===== config.mk =====
export PLATFORM = sky130hd
export DESIGN_NAME = tmr_i2c_target
export DESIGN_NICKNAME = d
export VERILOG_FILES = /design/src/rtl/tmr_i2c_pkg.sv /design/src/rtl/tmr_i2c_linesync.sv /design/src/rtl/tmr_i2c_rdsel.sv /design/src/rtl/tmr_i2c_proto.sv /design/src/rtl/tmr_i2c_target.sv
export SDC_FILE = /design/constraint.sdc
export NUM_CORES = 1
export LEC_CHECK = 0
export BUFFER_PORTS_ARGS = -buffer_cell sky130_fd_sc_hd__buf_2
export CAP_MARGIN = 30
export CORE_MARGIN = 5
export CORE_UTILIZATION = 51
export CTS_CLUSTER_SIZE = 28
export DETAILED_ROUTE_END_ITERATION = 16
export PLACE_DENSITY = 0.76
export SYNTH_ARGS = -nofsm -noshare
export SYNTH_HDL_FRONTEND = slang
export SYNTH_HIERARCHICAL = 1
export SYNTH_SLANG_ARGS = --single-unit

===== constraint.sdc =====
create_clock -name clk -period 1.9 [get_ports clk]
set_input_delay 0.19 -clock clk [delete_from_list [all_inputs] [get_ports clk]]
set_output_delay 0.19 -clock clk [all_outputs]
set_load 0.05 [all_outputs]

===== src/rtl/tmr_i2c_pkg.sv =====
package tmr_i2c_pkg;
  // Fixed 7-bit bus address of the target
  localparam logic [6:0] TGT_ADDR = 7'b0110010;

  typedef enum logic [2:0] {
    PH_IDLE,
    PH_RX,
    PH_RX_ACK,
    PH_TX,
    PH_TX_ACK
  } phase_e;
endpackage


===== src/rtl/tmr_i2c_linesync.sv =====
module tmr_i2c_linesync #(
  parameter int STAGES = 2
) (
  input  logic clk,
  input  logic rst,
  input  logic scl_i,
  input  logic sda_i,
  output logic sda_s,
  output logic scl_rise,
  output logic scl_fall,
  output logic start_det,
  output logic stop_det
);
  logic [STAGES-1:0] scl_pipe;
  logic [STAGES-1:0] sda_pipe;
  logic              scl_q;
  logic              sda_q;
  logic              scl_s;

  always_ff @(posedge clk) begin
    if (rst) begin
      scl_pipe <= '1;
      sda_pipe <= '1;
      scl_q    <= 1'b1;
      sda_q    <= 1'b1;
    end else begin
      scl_pipe <= {scl_pipe[STAGES-2:0], scl_i};
      sda_pipe <= {sda_pipe[STAGES-2:0], sda_i};
      scl_q    <= scl_pipe[STAGES-1];
      sda_q    <= sda_pipe[STAGES-1];
    end
  end

  assign scl_s     = scl_pipe[STAGES-1];
  assign sda_s     = sda_pipe[STAGES-1];
  assign scl_rise  = scl_s & ~scl_q;
  assign scl_fall  = ~scl_s & scl_q;
  // Bus conditions: SDA moves while SCL stays high
  assign start_det = scl_s & scl_q & sda_q & ~sda_s;
  assign stop_det  = scl_s & scl_q & ~sda_q & sda_s;
endmodule


===== src/rtl/tmr_i2c_rdsel.sv =====
module tmr_i2c_rdsel #(
  parameter int REG_BYTES = 3
) (
  input  logic                   clk,
  input  logic                   rst,
  input  logic                   capture,
  input  logic                   cap_wake,
  input  logic [8*REG_BYTES-1:0] time_val,
  input  logic [8*REG_BYTES-1:0] wake_val,
  input  logic [$clog2(REG_BYTES+1)-1:0] idx,
  output logic [7:0]             byte_o
);
  localparam int DW    = 8 * REG_BYTES;
  localparam int IDX_W = $clog2(REG_BYTES + 1);

  logic [DW-1:0] snap;
  logic [7:0]    slice [REG_BYTES];

  always_ff @(posedge clk) begin
    if (rst) snap <= '0;
    else if (capture) snap <= cap_wake ? wake_val : time_val;
  end

  // Byte 0 is the most significant one
  for (genvar g = 0; g < REG_BYTES; g++) begin : g_slice
    assign slice[g] = snap[DW-1-8*g -: 8];
  end

  always_comb begin
    byte_o = 8'hFF;
    for (int k = 0; k < REG_BYTES; k++) begin
      if (idx == IDX_W'(k)) byte_o = slice[k];
    end
  end
endmodule


===== src/rtl/tmr_i2c_proto.sv =====
module tmr_i2c_proto
  import tmr_i2c_pkg::*;
#(
  parameter int REG_BYTES = 3
) (
  input  logic                   clk,
  input  logic                   rst,
  input  logic                   sda_s,
  input  logic                   scl_rise,
  input  logic                   scl_fall,
  input  logic                   start_det,
  input  logic                   stop_det,
  input  logic                   core_run,
  input  logic [7:0]             rd_byte,
  output logic                   sda_oe,
  output logic                   wake_wr,
  output logic [8*REG_BYTES-1:0] wake_wdata,
  output logic                   snap_take,
  output logic                   snap_wake,
  output logic [$clog2(REG_BYTES+1)-1:0] rd_idx
);
  localparam int DW    = 8 * REG_BYTES;
  localparam int IDX_W = $clog2(REG_BYTES + 1);
  localparam int BN_W  = $clog2(REG_BYTES + 3);
  localparam logic [BN_W-1:0]  BN_PTR  = BN_W'(1);
  localparam logic [BN_W-1:0]  BN_LAST = BN_W'(REG_BYTES + 1);
  localparam logic [BN_W-1:0]  BN_MAX  = BN_W'(REG_BYTES + 2);
  localparam logic [IDX_W-1:0] IDX_END = IDX_W'(REG_BYTES);

  phase_e          ph;
  logic [2:0]      bit_cnt;
  logic            got8;
  logic [7:0]      rx_sh;
  logic [6:0]      tx_sh;
  logic [BN_W-1:0] byte_no;
  logic            is_rd;
  logic            rd_wake;
  logic            wr_sel;
  logic            pend;
  logic            m_ack;
  logic [DW-1:0]   stage;
  logic            ack_ok;

  always_comb begin
    if (byte_no == '0)         ack_ok = (rx_sh[7:1] == TGT_ADDR);
    else if (byte_no == BN_PTR) ack_ok = core_run & rx_sh[0];
    else                       ack_ok = core_run;
  end

  always_ff @(posedge clk) begin
    if (rst) begin
      ph         <= PH_IDLE;
      bit_cnt    <= '0;
      got8       <= 1'b0;
      rx_sh      <= '0;
      tx_sh      <= '0;
      byte_no    <= '0;
      is_rd      <= 1'b0;
      rd_wake    <= 1'b0;
      wr_sel     <= 1'b0;
      pend       <= 1'b0;
      m_ack      <= 1'b0;
      stage      <= '0;
      sda_oe     <= 1'b0;
      wake_wr    <= 1'b0;
      wake_wdata <= '0;
      snap_take  <= 1'b0;
      snap_wake  <= 1'b0;
      rd_idx     <= '0;
    end else begin
      wake_wr   <= 1'b0;
      snap_take <= 1'b0;
      if (start_det) begin
        ph      <= PH_RX;
        bit_cnt <= '0;
        got8    <= 1'b0;
        byte_no <= '0;
        is_rd   <= 1'b0;
        wr_sel  <= 1'b0;
        pend    <= 1'b0;
        sda_oe  <= 1'b0;
      end else if (stop_det) begin
        ph      <= PH_IDLE;
        got8    <= 1'b0;
        pend    <= 1'b0;
        rd_wake <= 1'b0;
        sda_oe  <= 1'b0;
      end else begin
        unique case (ph)
          PH_RX: begin
            if (scl_rise) begin
              rx_sh   <= {rx_sh[6:0], sda_s};
              bit_cnt <= bit_cnt + 3'd1;
              if (bit_cnt == 3'd7) got8 <= 1'b1;
            end else if (scl_fall && got8) begin
              got8    <= 1'b0;
              bit_cnt <= '0;
              if (ack_ok) begin
                sda_oe <= 1'b1;
                ph     <= PH_RX_ACK;
                if (byte_no == '0) begin
                  is_rd <= rx_sh[0];
                  if (rx_sh[0]) begin
                    snap_take <= 1'b1;
                    snap_wake <= rd_wake & core_run;
                    rd_idx    <= '0;
                  end
                end else if (byte_no == BN_PTR) begin
                  rd_wake <= ~rx_sh[7];
                  wr_sel  <= rx_sh[7];
                end else if (byte_no <= BN_LAST) begin
                  stage <= {stage[DW-9:0], rx_sh};
                  if (byte_no == BN_LAST && wr_sel) pend <= 1'b1;
                end
              end else begin
                ph <= PH_IDLE;
              end
            end
          end
          PH_RX_ACK: begin
            if (scl_fall) begin
              bit_cnt <= '0;
              if (is_rd) begin
                ph     <= PH_TX;
                tx_sh  <= rd_byte[6:0];
                sda_oe <= ~rd_byte[7];
              end else begin
                ph     <= PH_RX;
                sda_oe <= 1'b0;
                if (byte_no != BN_MAX) byte_no <= byte_no + BN_W'(1);
                if (pend) begin
                  wake_wr    <= 1'b1;
                  wake_wdata <= stage;
                  pend       <= 1'b0;
                end
              end
            end
          end
          PH_TX: begin
            if (scl_fall) begin
              if (bit_cnt == 3'd7) begin
                ph     <= PH_TX_ACK;
                sda_oe <= 1'b0;
                if (rd_idx != IDX_END) rd_idx <= rd_idx + IDX_W'(1);
              end else begin
                sda_oe  <= ~tx_sh[6];
                tx_sh   <= {tx_sh[5:0], 1'b1};
                bit_cnt <= bit_cnt + 3'd1;
              end
            end
          end
          PH_TX_ACK: begin
            if (scl_rise) m_ack <= ~sda_s;
            else if (scl_fall) begin
              if (m_ack) begin
                ph      <= PH_TX;
                tx_sh   <= rd_byte[6:0];
                sda_oe  <= ~rd_byte[7];
                bit_cnt <= '0;
              end else begin
                ph <= PH_IDLE;
              end
            end
          end
          default: ;
        endcase
      end
    end
  end
endmodule


===== src/rtl/tmr_i2c_target.sv =====
module tmr_i2c_target #(
  parameter int REG_BYTES   = 3,
  parameter int SYNC_STAGES = 2
) (
  input  logic                   clk,
  input  logic                   rst,
  input  logic                   scl_i,
  input  logic                   sda_i,
  output logic                   sda_oe,
  input  logic [8*REG_BYTES-1:0] time_now,
  input  logic [8*REG_BYTES-1:0] wake_cur,
  input  logic                   core_run,
  output logic                   wake_wr,
  output logic [8*REG_BYTES-1:0] wake_wdata
);
  localparam int IDX_W = $clog2(REG_BYTES + 1);

  logic             sda_s;
  logic             scl_rise;
  logic             scl_fall;
  logic             start_det;
  logic             stop_det;
  logic             snap_take;
  logic             snap_wake;
  logic [IDX_W-1:0] rd_idx;
  logic [7:0]       rd_byte;

  tmr_i2c_linesync #(.STAGES(SYNC_STAGES)) u_sync (
    .clk       (clk),
    .rst       (rst),
    .scl_i     (scl_i),
    .sda_i     (sda_i),
    .sda_s     (sda_s),
    .scl_rise  (scl_rise),
    .scl_fall  (scl_fall),
    .start_det (start_det),
    .stop_det  (stop_det)
  );

  tmr_i2c_rdsel #(.REG_BYTES(REG_BYTES)) u_rdsel (
    .clk      (clk),
    .rst      (rst),
    .capture  (snap_take),
    .cap_wake (snap_wake),
    .time_val (time_now),
    .wake_val (wake_cur),
    .idx      (rd_idx),
    .byte_o   (rd_byte)
  );

  tmr_i2c_proto #(.REG_BYTES(REG_BYTES)) u_proto (
    .clk        (clk),
    .rst        (rst),
    .sda_s      (sda_s),
    .scl_rise   (scl_rise),
    .scl_fall   (scl_fall),
    .start_det  (start_det),
    .stop_det   (stop_det),
    .core_run   (core_run),
    .rd_byte    (rd_byte),
    .sda_oe     (sda_oe),
    .wake_wr    (wake_wr),
    .wake_wdata (wake_wdata),
    .snap_take  (snap_take),
    .snap_wake  (snap_wake),
    .rd_idx     (rd_idx)
  );
endmodule


Yosys cells after proc, flatten, opt, wreduce, memory -nomap -nowiden
Index checks and enable logic that the tools add are counted.
{"block": "word_totals", "in_bits": 53, "regBits": 114, "out_inout_bits": 26}
{"block": "classes", "n_reduce_logical": 35, "eq_ne": 42, "n_mux": 78, "bitwise_logic": 27, "n_lt_le_gt_ge": 1, "n_addsub": 3}
{"operator": "7-bit 2-to-1 mux", "count": 7}
{"operator": "3-bit 2-to-1 mux", "count": 15}
{"operator": "1-bit 2-to-1 mux", "count": 35}
{"operator": "2-bit by 1-bit inequality test with 1-bit output, second input constant", "count": 15}
{"operator": "9-bit AND reduction", "count": 3}
{"operator": "24-bit 2-to-1 mux", "count": 1}
{"operator": "8-bit 2-to-1 mux", "count": 3}
{"operator": "3-bit one-hot mux with 4 select lines", "count": 2}
{"operator": "8-bit AND reduction", "count": 3}
{"operator": "2-bit 2-to-1 mux", "count": 11}
{"operator": "7-bit one-hot mux with 3 select lines", "count": 1}
{"operator": "4-bit by 3-bit inequality test with 1-bit output, second input constant", "count": 5}
{"operator": "10-bit AND reduction", "count": 2}
{"operator": "1-bit NOT", "count": 18}
{"operator": "2-bit inequality test, second input constant", "count": 8}
{"operator": "7-bit AND reduction", "count": 2}
{"operator": "2-bit nonzero test", "count": 7}
{"operator": "6-bit AND reduction", "count": 2}
{"operator": "11-bit AND reduction", "count": 1}
{"operator": "1-bit AND", "count": 9}
{"operator": "3-bit == test, second input constant", "count": 3}
{"operator": "4-bit inequality test, second input constant", "count": 2}
{"operator": "4-bit AND reduction", "count": 2}
{"operator": "8-bit OR reduction", "count": 1}
{"operator": "other kinds (24)", "count": 28}

Logic depth before layout (Yosys ltp)
Gate-level depths: netlist of the first run.
{"block": "logic_depth", "word_depth": 10, "mapped_depth": 9, "depth_no_buf": 7}

Modules after synthesis
The synthesis of the first run kept the hierarchy.
{"module": "tmr_i2c_proto", "area_each_um2": 3684.8, "seq_area_each_um2": 1681.6, "instances": 1, "cells_per_inst": 412}
{"module": "tmr_i2c_rdsel", "area_each_um2": 1252.5, "seq_area_each_um2": 480.5, "instances": 1, "cells_per_inst": 126}
{"module": "tmr_i2c_linesync", "area_each_um2": 190.2, "seq_area_each_um2": 120.1, "instances": 1, "cells_per_inst": 16}

Least setup slack after synthesis of the first run
No wires, ideal clock.
{"block": "synth_path", "path_kind": "register to register", "startpoint": "register u_proto.byte_no[0]", "endpoint": "register u_proto.stage[10]", "setup_slack_ns": -0.164, "t_arrival_ns": 1.936, "period_less_slack_ns": 2.064, "stages_incl_launch_ff": 9, "cell_sequence": "dfxtp_1 > inv_1 > ha_1 > nand2b_4 > nand3_2 > a2111oi_4 > buf_6 > mux2i_1 > nor2_1"}
{"block": "synth_between", "elab_chain_len": 4, "elab_cells_between_ends": 8}
{"element": "from (decl)", "line": "tmr_i2c_proto.sv:35", "text": "logic [BN_W-1:0] byte_no;"}
{"element": "from (signal assigned)", "line": "tmr_i2c_proto.sv:130", "text": "if (byte_no != BN_MAX) byte_no <= byte_no + BN_W'(1);"}
{"element": "3-bit by 1-bit == test with 1-bit output", "line": "tmr_i2c_proto.sv:46, tmr_i2c_proto.sv:108"}
{"element": "1-bit 2-to-1 mux", "line": "tmr_i2c_proto.sv:46", "text": "else if (byte_no == BN_PTR) ack_ok = core_run & rx_sh[0];"}
{"element": "1-bit 2-to-1 mux", "line": "tmr_i2c_proto.sv:45", "text": "if (byte_no == '0) ack_ok = (rx_sh[7:1] == TGT_ADDR);"}
{"element": "9-bit AND reduction (no source line) (*)"}
{"element": "to (signal assigned)", "line": "tmr_i2c_proto.sv:112", "text": "stage <= {stage[DW-9:0], rx_sh};"}
{"element": "to (decl)", "line": "tmr_i2c_proto.sv:41", "text": "logic [DW-1:0] stage;"}
Every way passes the cells marked *; elsewhere a longest branch is shown, timed or not.
A chain may end at the register's enable or synchronous reset.

Final worst setup path of the first run
{"block": "layout_path", "startpoint": "register u_sync.scl_pipe[1]", "endpoint": "register u_proto.stage[2]"}
{"block": "layout_between", "elab_cells_between_ends": 13}
{"element": "from (decl)", "line": "tmr_i2c_linesync.sv:14", "text": "logic [STAGES-1:0] scl_pipe;"}
{"element": "from (signal assigned)", "line": "tmr_i2c_linesync.sv:27", "text": "scl_pipe <= {scl_pipe[STAGES-2:0], scl_i};"}
{"element": "1-bit AND", "line": "tmr_i2c_linesync.sv:36", "text": "assign scl_rise = scl_s & ~scl_q;"}
{"element": "named net scl_rise", "line": "tmr_i2c_target.sv:19", "text": "logic scl_rise;"}
{"element": "1-bit NOT (no source line)"}
{"element": "9-bit AND reduction (no source line)"}
The timed path passes the listed nets, and every way through them passes these cells.

==> qor.csv, run 1 <==
stage,metric,value,unit
clock_tree,cts.clk_slew.worst_paths,60,ps
yosys,synth-simple-area-share,19.4,%
finish,final_cell_mix,"106 x dfxtp_1, 81 x nor2_1, 78 x buf_2",
finish,nets,723,
detailed_routing,postRouteAntennaNets,0,
die,die_x,110,um
detailed_routing,drc,0,
die,std_cell_rows,36,
worst_setup_path,critical_path.max_stage_delay,360,ps
pwr,vdd_drop_max,0.554,mV
placed_design,pre_cts_ws,-88.2,ps
pwr,power,5.45,mW
timing,layout_setup_ws,-150,ps
flow_run,max_cap_violations,0,
yosys,yosys.area.top_type,dfxtp_1,
yosys,synth.area.top_cells,"dfxtp_1 45%, mux2i_1 14%, nor2_1 6.0%, nand2_1 4.5%, a211oi_1 4.0%",
worst_setup_path,critical_path.endpoint,u_proto/stage[2],
timing,tightest_slew,743,ps
die,die_y,110,um
global_routing,grt.overflow.total,0,
die,initial_utilization,52.5,%
clock_tree,numClockSinks,114,
die,floorplan.die_area,0.0122,mm2
placed_design,placed_cells,770,
clock_tree,cts-root-to-sink-buffers,2,
finish,filler_cell_count,751,
timing,slew-limit-headroom,50.5,%
worst_setup_path,worst-setup-path-type,flip-flop to flip-flop,
worst_setup_path,worst_ep_arrival_time,2410,ps
yosys,synth_adder_area_share,1.46,%
timing,period_share,108,%
timing,rsz0062_at_grt,true,
yosys,ys_ff_latch,114,
yosys,syn-num-nets,613,
yosys,yosysWarnings,6,
detailed_routing,first_pass_iters,5,
global_routing,grt_pass1_vias,4382,
worst_setup_path,cp.required,2260,ps
global_routing,grt_pass1_wl,20.5,mm
clock_tree,htreeDepth,4,
timing,max_freq,488,MHz
timing,period_minus_slack,2050,ps
yosys,synth_top_family_by_area,simple AND/OR/NAND/NOR gates,
placed_design,routabilityCongestion,0.920,
worst_setup_path,r2r_slack,-150,ps
worst_setup_path,slowest_stage,dfxtp_4,
global_routing,antenna_found_initial,0,
worst_setup_path,cp_max_fo,6,
yosys,synth-compound-area-share,13.0,%
outcome,violations,setup timing,
timing,setup_viol,24,
finish,post-route-util,67.7,%
timing,slew_viol_final,0,
worst_hold_path,hold_class,primary input to flip-flop,
detailed_routing,wirelength,12.8,mm
worst_setup_path,r2r_end,u_proto/stage[2],
yosys,ys_types,57,
clock_tree,root_buffer,clkbuf_8,
timing,clock_skew,7.88,ps
yosys,synthCells,554,
detailed_routing,viasPerCell,5.45,
yosys,synth_edf_count,0,
finish,antenna_cells,0,
yosys,avgSynthCellArea,9.26,um2
placed_design,placed_area,0.00582,mm2
outcome,status,finished with violations,
worst_setup_path,r2r_cells,8,
placed_design,numPortBuffers,78,
finish,final_common_cell,dfxtp_1,
yosys,synth_ff_type,dfxtp_1,
finish,layoutNonFillerInstCount,809,
finish,drive_gt1_share,31.1,%
yosys,synth_xor_area_share,0.342,%
finish,fin_area,0.00662,mm2
timing,holdWs,20.3,ps
clock_tree,tritoncts,done,
pwr,power_density,823,mW/mm2
global_routing,grt_max_degree,78,
worst_setup_path,r2r-start,u_sync/scl_pipe[1],
finish,syn2layout_area_growth,29.1,%
yosys,ys_seq_area_share,44.5,%
yosys,netlist.area_leader.share,44.5,%
clock_tree,cts_buffers,17,
yosys,synth_area,0.00513,mm2
worst_setup_path,crit_start,u_sync/scl_pipe[1],
worst_setup_path,cp-end-kind,flip-flop,
yosys,synth_mux_area_share,16.5,%
detailed_routing,drtIter0Drc,304,
detailed_routing,routedWlPerCell,15.8,um
detailed_routing,via_count,4409,
global_routing,grt_usage,21.7,%
timing,tns,-1870,ps
pwr,leakage,2.67,nW
worst_setup_path,path_cells,nor2b_4 -> and4bb_4 -> nand2_4 -> a2111oi_4 -> buf_6 -> buf_12 -> mux2i_2 -> nor2_1,
worst_setup_path,start_kind,flip-flop,
timing,timing.final.hold_violations,0,
yosys,async_flop_share,0,%
die,core_area,0.00977,mm2
clock_tree,clkLatencyLatePin,510,ps
die,pin_count,79,
placed_design,place_hpwl,8.01,mm
## where the power goes
part           switching, mW  internal [mW]  total, mW
combinational         0.0955         0.0793      0.175
sequential           0.00704           2.40       2.40
clock                   1.14           1.74       2.87
## cell type report
class | instances | area [um2] | area share, %
clock inverters | 14 | 135 | 2.04
clock buffers | 17 | 414 | 6.26
inverters | 9 | 36.3 | 0.548
flip-flops and latches | 114 | 2300 | 34.7
well taps | 133 | 166 | 2.51
multi-input cells | 395 | 2740 | 41.3
repair buffers | 127 | 833 | 12.6
## logic make-up (layout without fill, tap and decap cells)
kind of cell	Yosys count	in the layout
simple gates	206	206
flops	114	114
compound gates	98	98
mux	83	83
buf+inv	45	167
fa+ha+maj	6	6
xor+xnor	2	2
## routing by layer
metal  wire (um)  part of all wire, %  vias to the layer above  track usage (%)
li1            -                    -                     2160                -
met1        5270                   41                     2112             25.7
met2        6650                   52                      118             38.3
met3         606                  4.7                       19             4.95
met4         247                  1.9                        0             7.65
met5           0                    0                        -                0
## how the worst min path moves through the flow
stage,slack (ps),from,cells after the start,endpoint
floorplan,260,rst,1,u_rdsel/slice[16]
detailed placement,380,sda_i,2,u_sync/sda_pipe[0]
CTS,10,time_now[5],3,u_rdsel/slice[5]
global route,20,core_run,3,u_proto/snap_wake
global placement,380,sda_i,2,u_sync/sda_pipe[0]
finish,20,time_now[13],3,u_rdsel/slice[13]
## sequential cells by signal, summed over array words and instances, names as in the netlist, 3 cells and up
| register | count |
|---|---|
| u_proto/ph | 3 |
| u_proto/tx_sh | 7 |
| u_proto/stage | 24 |
| u_proto/wake_wdata | 24 |
| u_proto/rx_sh | 8 |
| u_rdsel/slice | 24 |
| u_proto/byte_no | 3 |
| u_proto/bit_cnt | 3 |
## Yosys cell counts (all sizes together), types with 4 or more instances
cell type / n
nand3: 11
dfxtp: 114
o22a: 8
a21oi: 38
nand2b: 9
o21ai: 6
inv: 9
mux2: 13
clkbuf: 21
buf: 15
nor2b: 6
mux2i: 70
a211oi: 27
nor3: 4
nand2: 63
or2: 7
ha: 6
nor2: 82
## repair_timing
action                                 CTS  global route
hold buffers                             2             0
endpoints found under the hold margin    2             0
setup buffers                            4             2
gates resized for setup                 14            33
cloned                                   3             0
pin swaps                                2             5
setup endpoints to repair               28            70
## worst max-delay path: cells and delay by family, from the launching register on
| family | cells | cell delay, ps |
|---|---|---|
| muxes | 1 | 240 |
| AOI/OAI and AO/OA | 1 | 340 |
| and+or+nand+nor | 4 | 620 |
| buffers and inverters | 2 | 340 |
| DFF | 1 | 360 |
No activity file was read; power rests on OpenSTA's default activity.
==> inputs of run 2 (changes only) <==
--- a/config.mk
+++ b/config.mk
@@ -5,13 +5,14 @@
 export SDC_FILE = /design/constraint.sdc
 export NUM_CORES = 1
 export LEC_CHECK = 0
+export ABC_AREA = 1
 export BUFFER_PORTS_ARGS = -buffer_cell sky130_fd_sc_hd__buf_2
 export CAP_MARGIN = 30
 export CORE_MARGIN = 5
-export CORE_UTILIZATION = 51
+export CORE_UTILIZATION = 40
 export CTS_CLUSTER_SIZE = 28
 export DETAILED_ROUTE_END_ITERATION = 16
-export PLACE_DENSITY = 0.76
+export MAX_ROUTING_LAYER = met4
 export SYNTH_ARGS = -nofsm -noshare
 export SYNTH_HDL_FRONTEND = slang
 export SYNTH_HIERARCHICAL = 1
==> run 2 against run 1 <==
The run now ends clean. Sequential cell count unchanged. Power increased by 18%. Critical path depth increased by 2. Sequential power increased by 3%. Design area increased by 7.2%. Largest power group unchanged.
==> qor.csv, run 2 <==
stage,metric,value,unit,change
detailed_routing,first_pass_iters,4,,-1
timing,period_share,95.6,%,-12 points
pwr,power_density,908,mW/mm2,+10%
yosys,async_flop_share,0,%,unchanged
yosys,netlist.area_leader.share,40.0,%,-4.5 points
yosys,synth_edf_count,0,,unchanged
global_routing,grt_max_degree,49,,-37%
yosys,yosys.area.top_type,dfxtp_1,,
worst_setup_path,start_kind,flip-flop,,
timing,timing.final.hold_violations,0,,unchanged
flow_run,max_cap_violations,0,,unchanged
detailed_routing,wl_met1,6.75,mm,+28%
detailed_routing,wirelength,14.1,mm,+10%
yosys,synth.area.top_cells,"dfxtp_1 40%, nor2_1 12%, nand2_1 12%, nand3_1 5.6%, inv_1 5.3%",,
timing,layout_setup_ws,84.0,ps,+234 ps
timing,slew-limit-headroom,62.0,%,+12 points
detailed_routing,viasPerCell,4.75,,-13%
pwr,vdd_drop_max,0.697,mV,+26%
clock_tree,cts.clk_slew.worst_paths,60,ps,about the same
yosys,syn-num-nets,909,,+48%
worst_setup_path,cp.required,2230,ps,-30 ps
worst_hold_path,hold_class,primary input to flip-flop,,
die,initial_utilization,40.9,%,-12 points
finish,fin_area,0.00710,mm2,+7.2%
finish,filler_cell_count,1430,,+90%
finish,drive_gt1_share,21.3,%,-9.7 points
worst_setup_path,worst_ep_arrival_time,2150,ps,-260 ps
yosys,synth_area,0.00570,mm2,+11%
timing,period_minus_slack,1820,ps,-234 ps
clock_tree,tritoncts,done,,
worst_hold_path,min-delay-start,time_now[4],,
placed_design,pre_cts_ws,68.0,ps,+156 ps
clock_tree,htreeDepth,4,,unchanged
finish,syn2layout_area_growth,24.5,%,
finish,final_common_cell,nor2_1,,
global_routing,grt_pass1_vias,4791,,+9.3%
pwr,leakage,3.44,nW,+29%
timing,max_freq,551,MHz,+13%
clock_tree,clkLatencyLatePin,410,ps,-100 ps
worst_setup_path,worst-setup-path-type,flip-flop to flip-flop,,
yosys,ys_ff_latch,114,,unchanged
detailed_routing,via_count,5421,,+23%
yosys,avgSynthCellArea,6.71,um2,-28%
yosys,synthCells,850,,+53%
global_routing,grt.overflow.total,0,,unchanged
placed_design,place_hpwl,10.1,mm,+26%
detailed_routing,drc,0,,unchanged
placed_design,routabilityCongestion,0.921,,about the same
finish,final_cell_mix,"179 x nor2_1, 178 x nand2_1, 109 x dfxtp_1",,
die,floorplan.die_area,0.0167,mm2,+38%
yosys,yosysMostFrequentCell,nor2_1,,
die,die_x,129,um,+17%
clock_tree,cts_buffers,17,,unchanged
yosys,ys_seq_area_share,40.0,%,-4.5 points
yosys,synth_common_cells,"184 x nor2_1, 179 x nand2_1, 114 x dfxtp_1, 81 x inv_1, 64 x nand3_1",,
global_routing,grt_pass1_wl,22.6,mm,+9.8%
worst_setup_path,crit_start,u_proto/byte_no[0],,
placed_design,placed_area,0.00628,mm2,+8.0%
worst_setup_path,cp-end-kind,flip-flop,,
placed_design,numPortBuffers,78,,unchanged
timing,tightest_slew,569,ps,-174 ps
detailed_routing,routedWlPerCell,12.3,um,-22%
detailed_routing,drtIter0Drc,310,,+2.0%
detailed_routing,wl_met3,574,um,-5.3%
yosys,yosysWarnings,6,,unchanged
timing,setup_viol,0,,-100%
worst_setup_path,cp_max_fo,12,,+6
global_routing,antenna_found_initial,0,,unchanged
timing,clock_skew,7.04,ps,-0.844 ps
die,std_cell_rows,43,,+19%
die,core_area,0.0139,mm2,+43%
clock_tree,numClockSinks,114,,unchanged
timing,slew_viol_final,0,,unchanged
clock_tree,cts-root-to-sink-buffers,2,,unchanged
worst_setup_path,r2r-start,u_proto/byte_no[0],,
die,pin_count,79,,unchanged
outcome,status,completed,,
finish,nets,1007,,+39%
yosys,synth_ff_type,dfxtp_1,,
die,die_y,129,um,+17%
detailed_routing,postRouteAntennaNets,0,,unchanged
clock_tree,root_buffer,clkbuf_16,,
detailed_routing,wl_met2,6.61,mm,-0.50%
finish,antenna_cells,0,,unchanged
global_routing,grt_usage,17.1,%,-4.6 points
detailed_routing,maxUsedRoutingLayer,met4,,
yosys,ys_types,31,,-46%
## run 2: changes by cell type in the layout (fill, tap and decap cells not counted), moves of 48 or more
cell / before / now
nand2_1: 62 / 178
nor2_1: 81 / 179
inv_1: 7 / 79
mux2i_1: 64 / 0
nand3_1: 10 / 63
o21ai_0: 5 / 53
## run 2: cells by family (layout without fill, tap and decap cells)
kind of cell    count (synthesis)  count (layout)  share of synthesized area (%)
fa+ha+maj                       6               6                           1.32
buf+inv                       127             237                           10.6
simple gates                  500             501                           38.9
flops                         114             114                           40.0
compound gates                103             103                           9.13
## run 2: cell type report
class	instances	area, um2	area share [%]
timing repair buffer	117	759	10.7
inverter	88	338	4.76
sequential	114	2290	32.2
clock inverter	13	171	2.42
multi-input combinational	610	2860	40.3
clock buffer	19	453	6.38
tap	180	225	3.17
## run 2: critical path, cell delays in order (launching register included)
cell,delay (ps)
dfxtp_2,330
inv_1,60
ha_1,200
inv_2,70
nor2_2,60
inv_2,70
nand4_1,210
nor2_8,300
clkbuf_16,210
a21oi_1,70
nor3_1,140
## run 2: layer usage
metal | track usage (%) | vias up
li1 | - | 2885
met1 | 21.8 | 2428
met2 | 27.4 | 97
met3 | 3.59 | 11
met4 | 5.19 | 0
met5 | - | -
## run 2: timing repair
action | 4_1_cts | 5_1_grt
buffers inserted | 0 | 6
hold buffers | 2 | 0
gates resized for setup | 0 | 21
hold endpoints to repair | 2 | 0
endpoints found under the setup margin | 0 | 34
## run 2: final timing paths
kind	end	slack, ps	depth (start not counted)
worst min-delay path	u_rdsel/slice[4]	60	5
worst max register to register	u_proto/stage[12]	80	10
worst max-delay path	u_proto/stage[12]	80	10
worst min register to register	u_sync/scl_pipe[1]	410	1
## run 2: per-stage QoR
| step | setup TNS (ps) | instances | power (mW) | utilization [%] | hold slack, ps |
|---|---|---|---|---|---|
| finish | 0 | 1141 | 6.44 | 50.9 | 59.4 |
| CTS | 0 | 1132 | 6.50 | 49.7 | 50.4 |
| global route | -7.53 | 1141 | 6.70 | 50.9 | 73.8 |
| floorplan | 0 | 850 | 2.95 | - | 287 |
| detailed placement | 0 | 1098 | 3.15 | 45.1 | 372 |
| global placement | 0 | 1097 | 3.14 | 45.0 | 373 |
## run 2: power breakdown
part	total [mW]	switching [mW]	internal [mW]
registers	2.47	0.0439	2.43
logic	0.639	0.397	0.241
clock network	3.33	1.18	2.15
total	6.44	1.62	4.82
